[src/rtl/rss_pkg.sv]
`timescale 1ns/1ps
// Shared types for the status calendar sequencer.
// Assumes: status words are 2 bits; 2'b11 is kept for framing.
package rss_pkg;
    typedef enum logic [1:0] {
        ST_STARVING  = 2'b00,
        ST_HUNGRY    = 2'b01,
        ST_SATISFIED = 2'b10,
        ST_FRAMING   = 2'b11
    } stat_e;

    typedef enum logic [1:0] {
        PH_FRAME = 2'b00,
        PH_SLOT  = 2'b01,
        PH_DIP   = 2'b10
    } phase_e;

    localparam int SLOTS_PER_WORD = 4;
endpackage

[src/rtl/rss_cal_store.sv]
`timescale 1ns/1ps
// Calendar storage: CAL_WORDS parity-carrying words with two read ports.
// Writes are dropped while 'locked' is high. Reset loads a word holding
// only its parity bit, which is valid odd parity for an all-zero slot set.
module rss_cal_store #(
    parameter int CAL_WORDS = 32,
    parameter int WORD_W    = 17,
    localparam int IDX_W    = $clog2(CAL_WORDS)
) (
    input  logic              clk,
    input  logic              rst_n,
    input  logic              locked,
    input  logic              wr_en,
    input  logic [IDX_W-1:0]  wr_idx,
    input  logic [WORD_W-1:0] wr_data,
    input  logic [IDX_W-1:0]  rd_idx_a,
    input  logic [IDX_W-1:0]  rd_idx_b,
    output logic [WORD_W-1:0] word_a,
    output logic [WORD_W-1:0] word_b
);
    localparam logic [WORD_W-1:0] RESET_WORD = {1'b1, {(WORD_W-1){1'b0}}};

    logic [WORD_W-1:0] mem [CAL_WORDS];

    // Store update: reset fill, otherwise gated single-word write.
    always_ff @(posedge clk) begin
        if (!rst_n) begin
            for (int i = 0; i < CAL_WORDS; i++) mem[i] <= RESET_WORD;
        end else if (wr_en && !locked) begin
            mem[wr_idx] <= wr_data;
        end
    end

    // Combinational read ports for the walker and the register path.
    always_comb begin
        word_a = mem[rd_idx_a];
        word_b = mem[rd_idx_b];
    end
endmodule

[src/rtl/rss_slot_eval.sv]
`timescale 1ns/1ps
// Slot evaluator: picks one port field out of a calendar word and maps the
// port's hints to a status word. Priority: bad parity, out-of-range port,
// ignore mask, full hint, almost-full hint. Purely combinational.
module rss_slot_eval
    import rss_pkg::*;
#(
    parameter int NUM_PORTS = 16,
    localparam int PORT_W   = $clog2(NUM_PORTS),
    localparam int WORD_W   = SLOTS_PER_WORD * PORT_W + 1
) (
    input  logic [WORD_W-1:0]    word,
    input  logic [1:0]           nib,
    input  logic [NUM_PORTS-1:0] full,
    input  logic [NUM_PORTS-1:0] afull,
    input  logic [NUM_PORTS-1:0] ign,
    input  logic [PORT_W-1:0]    port_max,
    output logic [1:0]           status,
    output logic                 bad
);
    logic [PORT_W-1:0] port;

    // Field select, parity check and status priority chain.
    always_comb begin
        port = word[nib*PORT_W +: PORT_W];
        bad  = ~(^word);
        if (bad)                                      status = ST_SATISFIED;
        else if (port > port_max || 32'(port) >= NUM_PORTS) status = ST_SATISFIED;
        else if (ign[port])                           status = ST_STARVING;
        else if (full[port])                          status = ST_SATISFIED;
        else if (afull[port])                         status = ST_HUNGRY;
        else                                          status = ST_STARVING;
    end
endmodule

[src/rtl/rss_walker.sv]
`timescale 1ns/1ps
// Round walker: emits framing, LEN slots repeated REP times, then the XOR
// parity of the round. Zero length or repeat is taken as one. Holds the
// framing code and rewinds to a fresh round whenever 'run' is low.
module rss_walker
    import rss_pkg::*;
#(
    parameter int LEN_W = 7,
    parameter int REP_W = 8
) (
    input  logic             clk,
    input  logic             rst_n,
    input  logic             run,
    input  logic [LEN_W-1:0] len,
    input  logic [REP_W-1:0] rep,
    input  logic [1:0]       slot_stat,
    output logic [LEN_W-1:0] slot_idx,
    output logic             in_slot,
    output logic [1:0]       stat
);
    phase_e           phase;
    logic [REP_W-1:0] rep_idx;
    logic [1:0]       acc;
    logic [LEN_W-1:0] eff_len;
    logic [REP_W-1:0] eff_rep;
    logic             last_slot, last_rep;

    // Effective limits and end-of-walk detection.
    always_comb begin
        eff_len   = (len == '0) ? LEN_W'(1) : len;
        eff_rep   = (rep == '0) ? REP_W'(1) : rep;
        last_slot = (slot_idx == eff_len - LEN_W'(1));
        last_rep  = (rep_idx == eff_rep - REP_W'(1));
        in_slot   = (phase == PH_SLOT);
    end

    // Phase sequencing, output word register and round parity accumulator.
    always_ff @(posedge clk) begin
        if (!rst_n || !run) begin
            phase    <= PH_FRAME;
            slot_idx <= '0;
            rep_idx  <= '0;
            acc      <= '0;
            stat     <= ST_FRAMING;
        end else begin
            case (phase)
                PH_FRAME: begin
                    stat     <= ST_FRAMING;
                    acc      <= '0;
                    slot_idx <= '0;
                    rep_idx  <= '0;
                    phase    <= PH_SLOT;
                end
                PH_SLOT: begin
                    stat <= slot_stat;
                    acc  <= acc ^ slot_stat;
                    if (last_slot) begin
                        slot_idx <= '0;
                        if (last_rep) phase <= PH_DIP;
                        else          rep_idx <= rep_idx + REP_W'(1);
                    end else begin
                        slot_idx <= slot_idx + LEN_W'(1);
                    end
                end
                PH_DIP: begin
                    stat  <= acc;
                    phase <= PH_FRAME;
                end
                default: phase <= PH_FRAME;
            endcase
        end
    end
endmodule

[src/rtl/rx_stat_seq.sv]
`timescale 1ns/1ps
// Receive status calendar sequencer, top level. Holds the configuration
// registers and the registered read path, and joins the calendar store,
// the slot evaluator and the round walker. Assumes the calendar and
// sequence registers are set before the enables are raised; CAL_WORDS >= 2.
module rx_stat_seq
    import rss_pkg::*;
#(
    parameter int NUM_PORTS = 16,
    parameter int CAL_WORDS = 32,
    parameter int LEN_W     = 7,
    parameter int REP_W     = 8,
    localparam int PORT_W   = $clog2(NUM_PORTS),
    localparam int WORD_W   = SLOTS_PER_WORD * PORT_W + 1,
    localparam int SLOT_W   = $clog2(SLOTS_PER_WORD * CAL_WORDS),
    localparam int IDX_W    = $clog2(CAL_WORDS),
    localparam int ADDR_W   = $clog2(CAL_WORDS + 3),
    localparam int DW0      = (WORD_W > NUM_PORTS) ? WORD_W : NUM_PORTS,
    localparam int DW       = (DW0 > LEN_W + REP_W) ? DW0 : LEN_W + REP_W
) (
    input  logic                 clk,
    input  logic                 rst_n,
    input  logic                 reg_wr,
    input  logic                 reg_rd,
    input  logic [ADDR_W-1:0]    reg_addr,
    input  logic [DW-1:0]        reg_wdata,
    output logic [DW-1:0]        reg_rdata,
    input  logic [NUM_PORTS-1:0] fifo_full,
    input  logic [NUM_PORTS-1:0] fifo_afull,
    output logic [1:0]           stat_out,
    output logic                 par_err
);
    localparam logic [ADDR_W-1:0] A_CTRL = ADDR_W'(CAL_WORDS);
    localparam logic [ADDR_W-1:0] A_SEQ  = ADDR_W'(CAL_WORDS + 1);
    localparam logic [ADDR_W-1:0] A_MASK = ADDR_W'(CAL_WORDS + 2);

    logic                 if_en_q, st_en_q, run;
    logic [PORT_W-1:0]    port_max_q;
    logic [LEN_W-1:0]     len_q;
    logic [REP_W-1:0]     rep_q;
    logic [NUM_PORTS-1:0] ign_q;
    logic                 cal_sel;
    logic [LEN_W-1:0]     slot_idx;
    logic [SLOT_W-1:0]    slot_lin;
    logic [WORD_W-1:0]    walk_word, reg_word;
    logic [1:0]           slot_stat;
    logic                 slot_bad, in_slot;

    // Address decode and walker slot split into word index and field.
    always_comb begin
        cal_sel  = (reg_addr < ADDR_W'(CAL_WORDS));
        run      = if_en_q && st_en_q;
        slot_lin = SLOT_W'(slot_idx);
    end

    // Configuration register writes.
    always_ff @(posedge clk) begin
        if (!rst_n) begin
            if_en_q    <= 1'b0;
            st_en_q    <= 1'b0;
            port_max_q <= '0;
            len_q      <= '0;
            rep_q      <= '0;
            ign_q      <= '0;
        end else if (reg_wr) begin
            if (reg_addr == A_CTRL) begin
                if_en_q    <= reg_wdata[0];
                st_en_q    <= reg_wdata[1];
                port_max_q <= reg_wdata[PORT_W+1:2];
            end
            if (reg_addr == A_SEQ) begin
                len_q <= reg_wdata[LEN_W-1:0];
                rep_q <= reg_wdata[LEN_W+REP_W-1:LEN_W];
            end
            if (reg_addr == A_MASK) ign_q <= reg_wdata[NUM_PORTS-1:0];
        end
    end

    // Registered read path; calendar reads are frozen while enabled.
    always_ff @(posedge clk) begin
        if (!rst_n) begin
            reg_rdata <= '0;
        end else if (reg_rd) begin
            if (cal_sel) begin
                if (!if_en_q) reg_rdata <= DW'(reg_word);
            end else if (reg_addr == A_CTRL) begin
                reg_rdata <= DW'({port_max_q, st_en_q, if_en_q});
            end else if (reg_addr == A_SEQ) begin
                reg_rdata <= DW'({rep_q, len_q});
            end else if (reg_addr == A_MASK) begin
                reg_rdata <= DW'(ign_q);
            end else begin
                reg_rdata <= '0;
            end
        end
    end

    // Sticky parity error, raised when a bad word is walked.
    always_ff @(posedge clk) begin
        if (!rst_n)                           par_err <= 1'b0;
        else if (run && in_slot && slot_bad) par_err <= 1'b1;
    end

    rss_cal_store #(.CAL_WORDS(CAL_WORDS), .WORD_W(WORD_W)) u_store (
        .clk      (clk),
        .rst_n    (rst_n),
        .locked   (if_en_q),
        .wr_en    (reg_wr && cal_sel),
        .wr_idx   (reg_addr[IDX_W-1:0]),
        .wr_data  (reg_wdata[WORD_W-1:0]),
        .rd_idx_a (slot_lin[SLOT_W-1:2]),
        .rd_idx_b (reg_addr[IDX_W-1:0]),
        .word_a   (walk_word),
        .word_b   (reg_word)
    );

    rss_slot_eval #(.NUM_PORTS(NUM_PORTS)) u_eval (
        .word     (walk_word),
        .nib      (slot_lin[1:0]),
        .full     (fifo_full),
        .afull    (fifo_afull),
        .ign      (ign_q),
        .port_max (port_max_q),
        .status   (slot_stat),
        .bad      (slot_bad)
    );

    rss_walker #(.LEN_W(LEN_W), .REP_W(REP_W)) u_walk (
        .clk       (clk),
        .rst_n     (rst_n),
        .run       (run),
        .len       (len_q),
        .rep       (rep_q),
        .slot_stat (slot_stat),
        .slot_idx  (slot_idx),
        .in_slot   (in_slot),
        .stat      (stat_out)
    );
endmodule

[config.mk]
export PLATFORM = sky130hd
export DESIGN_NAME = rx_stat_seq
export DESIGN_NICKNAME = d
export VERILOG_FILES = /design/src/rtl/rss_pkg.sv /design/src/rtl/rss_cal_store.sv /design/src/rtl/rss_slot_eval.sv /design/src/rtl/rss_walker.sv /design/src/rtl/rx_stat_seq.sv
export SDC_FILE = /design/constraint.sdc
export NUM_CORES = 1
export LEC_CHECK = 0
export ABC_CLOCK_PERIOD_IN_PS = 4400
export CAP_MARGIN = 15
export CORE_MARGIN = 2
export CORE_UTILIZATION = 35
export CTS_CLUSTER_DIAMETER = 120
export DETAILED_ROUTE_END_ITERATION = 7
export DONT_BUFFER_PORTS = 1
export GPL_ROUTABILITY_DRIVEN = 1
export PLACE_DENSITY_LB_ADDON = 0.08
export SYNTH_ARGS = -nofsm -noshare
export SYNTH_HDL_FRONTEND = slang
export SYNTH_SLANG_ARGS = --single-unit
[constraint.sdc]
create_clock -name clk -period 4.4 [get_ports clk]
set_input_delay 1.1 -clock clk [delete_from_list [all_inputs] [get_ports clk]]
set_output_delay 1.1 -clock clk [all_outputs]
set_load 0.02 [all_outputs]
==> flow_summary.toml <==
[critical_path]
crit_path_frequent_cell = "mux4_2"
end_kind = "flop"
startpoint_type = "flop"
worstPathRequired_ps = 4950
crit_family = "multiplexers"
crit_buf_inv = 5
cp_slowest_cell = "mux4_2"
cp.arrival_ps = 4840
max_stage_delay_ps = 560
path_cells = "buf_12, buf_16, mux4_2, mux4_2, mux2i_2, mux4_2, buf_12, clkbuf_16, mux2i_1, mux2i_1, a22oi_1, nand3_1, nor4_4, buf_4, nand3_1, o31ai_1"
crit_fanout = 10
critPathKind = "flop to flop"

[synth]
synth-seq-area-share = 0.537
ys_seq_elements = 625
synth_cell_type_count = 64
synthesis.nets = 2441
netlist_area_um2 = 33400
syn_inst = 2370
synthFlopType = "edfxtp_1"
synth_edf_count = 544
synthArstFlopShare = 0
avgSynthCellArea_um2 = 14.1
yosysWarnings = 0

[die]
fp.dieW_um = 313
core_area_um2 = 94900
row_count = 113
die_h_um = 313
die-area_um2 = 98000
initial_utilization = 0.352
ioPinCount = 79

[place]
gp_congestion = 0.942
port_buffers = 0
dp_hpwl_um = 87000
dp.cells = 3556
place_area_um2 = 35500

[cts]
clock-sinks = 625
insertion_delay_ps = 650
cts_buffers = 75
h-tree-depth = 3
cts_tree = "yes"
clk_path_buf_depth = 3
root_buffer = "clkbuf_16"
clk_transition_reported_paths_ps = 60

[sta]
fmax_ghz = 0.233
hold_viol = 0
setup_viol = 0
skew_ps = 26.0
drv_slew = 0
period_share = 0.975
slew_headroom = 0.326
fin_crit_ps = 4290
tightestPinTransition_ps = 1010
whs_ps = 493

[final_layout]
final_area_um2 = 38400
fin_cells = 3730
drive_above_1_share = 0.257
final_common_cell = "edfxtp_1"
final_util = 0.405
layout_common_cells = "edfxtp_1, and2_1, mux4_2"
n_fill_cell = 8695
fin_nets = 2472
syn_to_final_growth_pct = 15.0

[power_and_ir_drop]
p_leak_nw = 12.8
ir_worst_vdd_v = 0.000232
power_density_nw_per_um2 = 376

[global_routing]
gr-usage-all-layers = 0.263
antenna_found_initial = 10
grt_pass1_vias = 21700
grt-ovfl-total = 0
grt_max_degree = 144
grt_pass1_wl_um = 179000

[drt]
dr_total_vias = 21800
viasPerCell = 5.85
drt_iter0_drc = 2590
drt-total-wl_um = 130000
drc_errors = 0
ant_nets = 0
drt-pass1-iter-count = 6
post_drt_wl_per_cell_um = 34.9

[run_status]
outcome = "finished clean"

[run]
cap_violations = 0

[min_path]
hp-class = "flop to flop"
layer usage:
layer  part of all wire  global-route usage
met5            0.00032                   0
met1               0.41               0.353
met4              0.037              0.0935
met2               0.48               0.429
met3              0.071              0.0478
path summary, 6_finish.rpt:
check	from	slack, ps	depth (start not counted)	end
max	flop	110	16	u_walk.acc[0]
min	ign_q[7]	490	2	ign_q[7]
max reg2reg	flop	110	16	u_walk.acc[0]
min reg2reg	ign_q[7]	490	2	ign_q[7]
stage by stage:
step	power (W)	TNS (ps)	worst slack, ps
2_1_floorplan	0.00766	-31800	-172
3_3_place_gp	0.00811	0	7.87
3_5_place_dp	0.00811	0	97.9
4_1_cts	0.0145	0	68.9
5_1_grt	0.0148	-42.4	-42.4
6_report	0.0144	0	109
cells in the mapped netlist, types with 10 or more instances:
cell	n	area, um2
nand4_1	18	113
mux4_2	296	6670
edfxtp_1	544	16300
ha_1	12	150
nand3_1	17	85.1
and2_1	519	3250
or3_1	38	238
buf_1	27	101
a21oi_1	20	100
buf_2	19	95.1
xnor2_1	21	184
nand2_1	96	360
inv_1	22	82.6
a21boi_0	36	270
nor2b_1	22	138
xor2_1	11	96.3
o21ai_0	55	275
clkbuf_1	159	597
a22oi_1	85	638
a221oi_1	10	87.6
mux2i_1	64	641
dfxtp_1	81	1620
nor2_1	85	319
state kept, by name, indices dropped and copies added, names as in the netlist, named ones only:
| name | cells |
|---|---|
| u_store.mem | 544 |
| reg_rdata | 17 |
| ign_q | 16 |
| rep_q | 8 |
| u_walk.rep_idx | 8 |
| len_q | 7 |
| u_walk.slot_idx | 7 |
| port_max_q | 4 |
| u_walk.acc | 2 |
| u_walk.phase | 2 |
| u_walk.stat | 2 |
| if_en_q | 1 |
| par_err | 1 |
| st_en_q | 1 |
cell type report:
cell class              count  area, um2  share of cell area
well taps                1265       1580              0.0412
clock inverters            40        400              0.0104
repair buffers            172       1650              0.0430
multi-input cells        1503      14600               0.380
clock buffers              99       2110              0.0550
inverters                  24       90.1             0.00235
diodes                      2       5.00            0.000130
flip-flops and latches    625      18000               0.468
worst min-delay path, cell delays in order, from the launching register on:
cell and delay, ps:
dfxtp_1 320, nand2_1 50, a21boi_0 70
cells by family after synthesis:
kind of cell	after synthesis	share of synthesized area
and+or+nand+nor	836	0.144
buffers and inverters	242	0.0303
DFF	625	0.537
adders and majority gates	12	0.00449
muxes	367	0.221
AOI/OAI and AO/OA	252	0.0522
xor gates and xnor gates	36	0.0111
power by group:
part | internal (W) | leakage (nW) | switching (W) | total [W]
clock network | 0.00380 | 1.24 | 0.00262 | 0.00642
registers | 0.00671 | 5.84 | 0.000179 | 0.00689
logic | 0.000496 | 5.73 | 0.000633 | 0.00113
what timing repair did:
item,CTS,global route
hold buffers,0,0
resized for setup,0,13
buffers inserted,0,28
endpoints found under the setup margin,0,4
No activity file was read; power rests on OpenSTA's default activity.
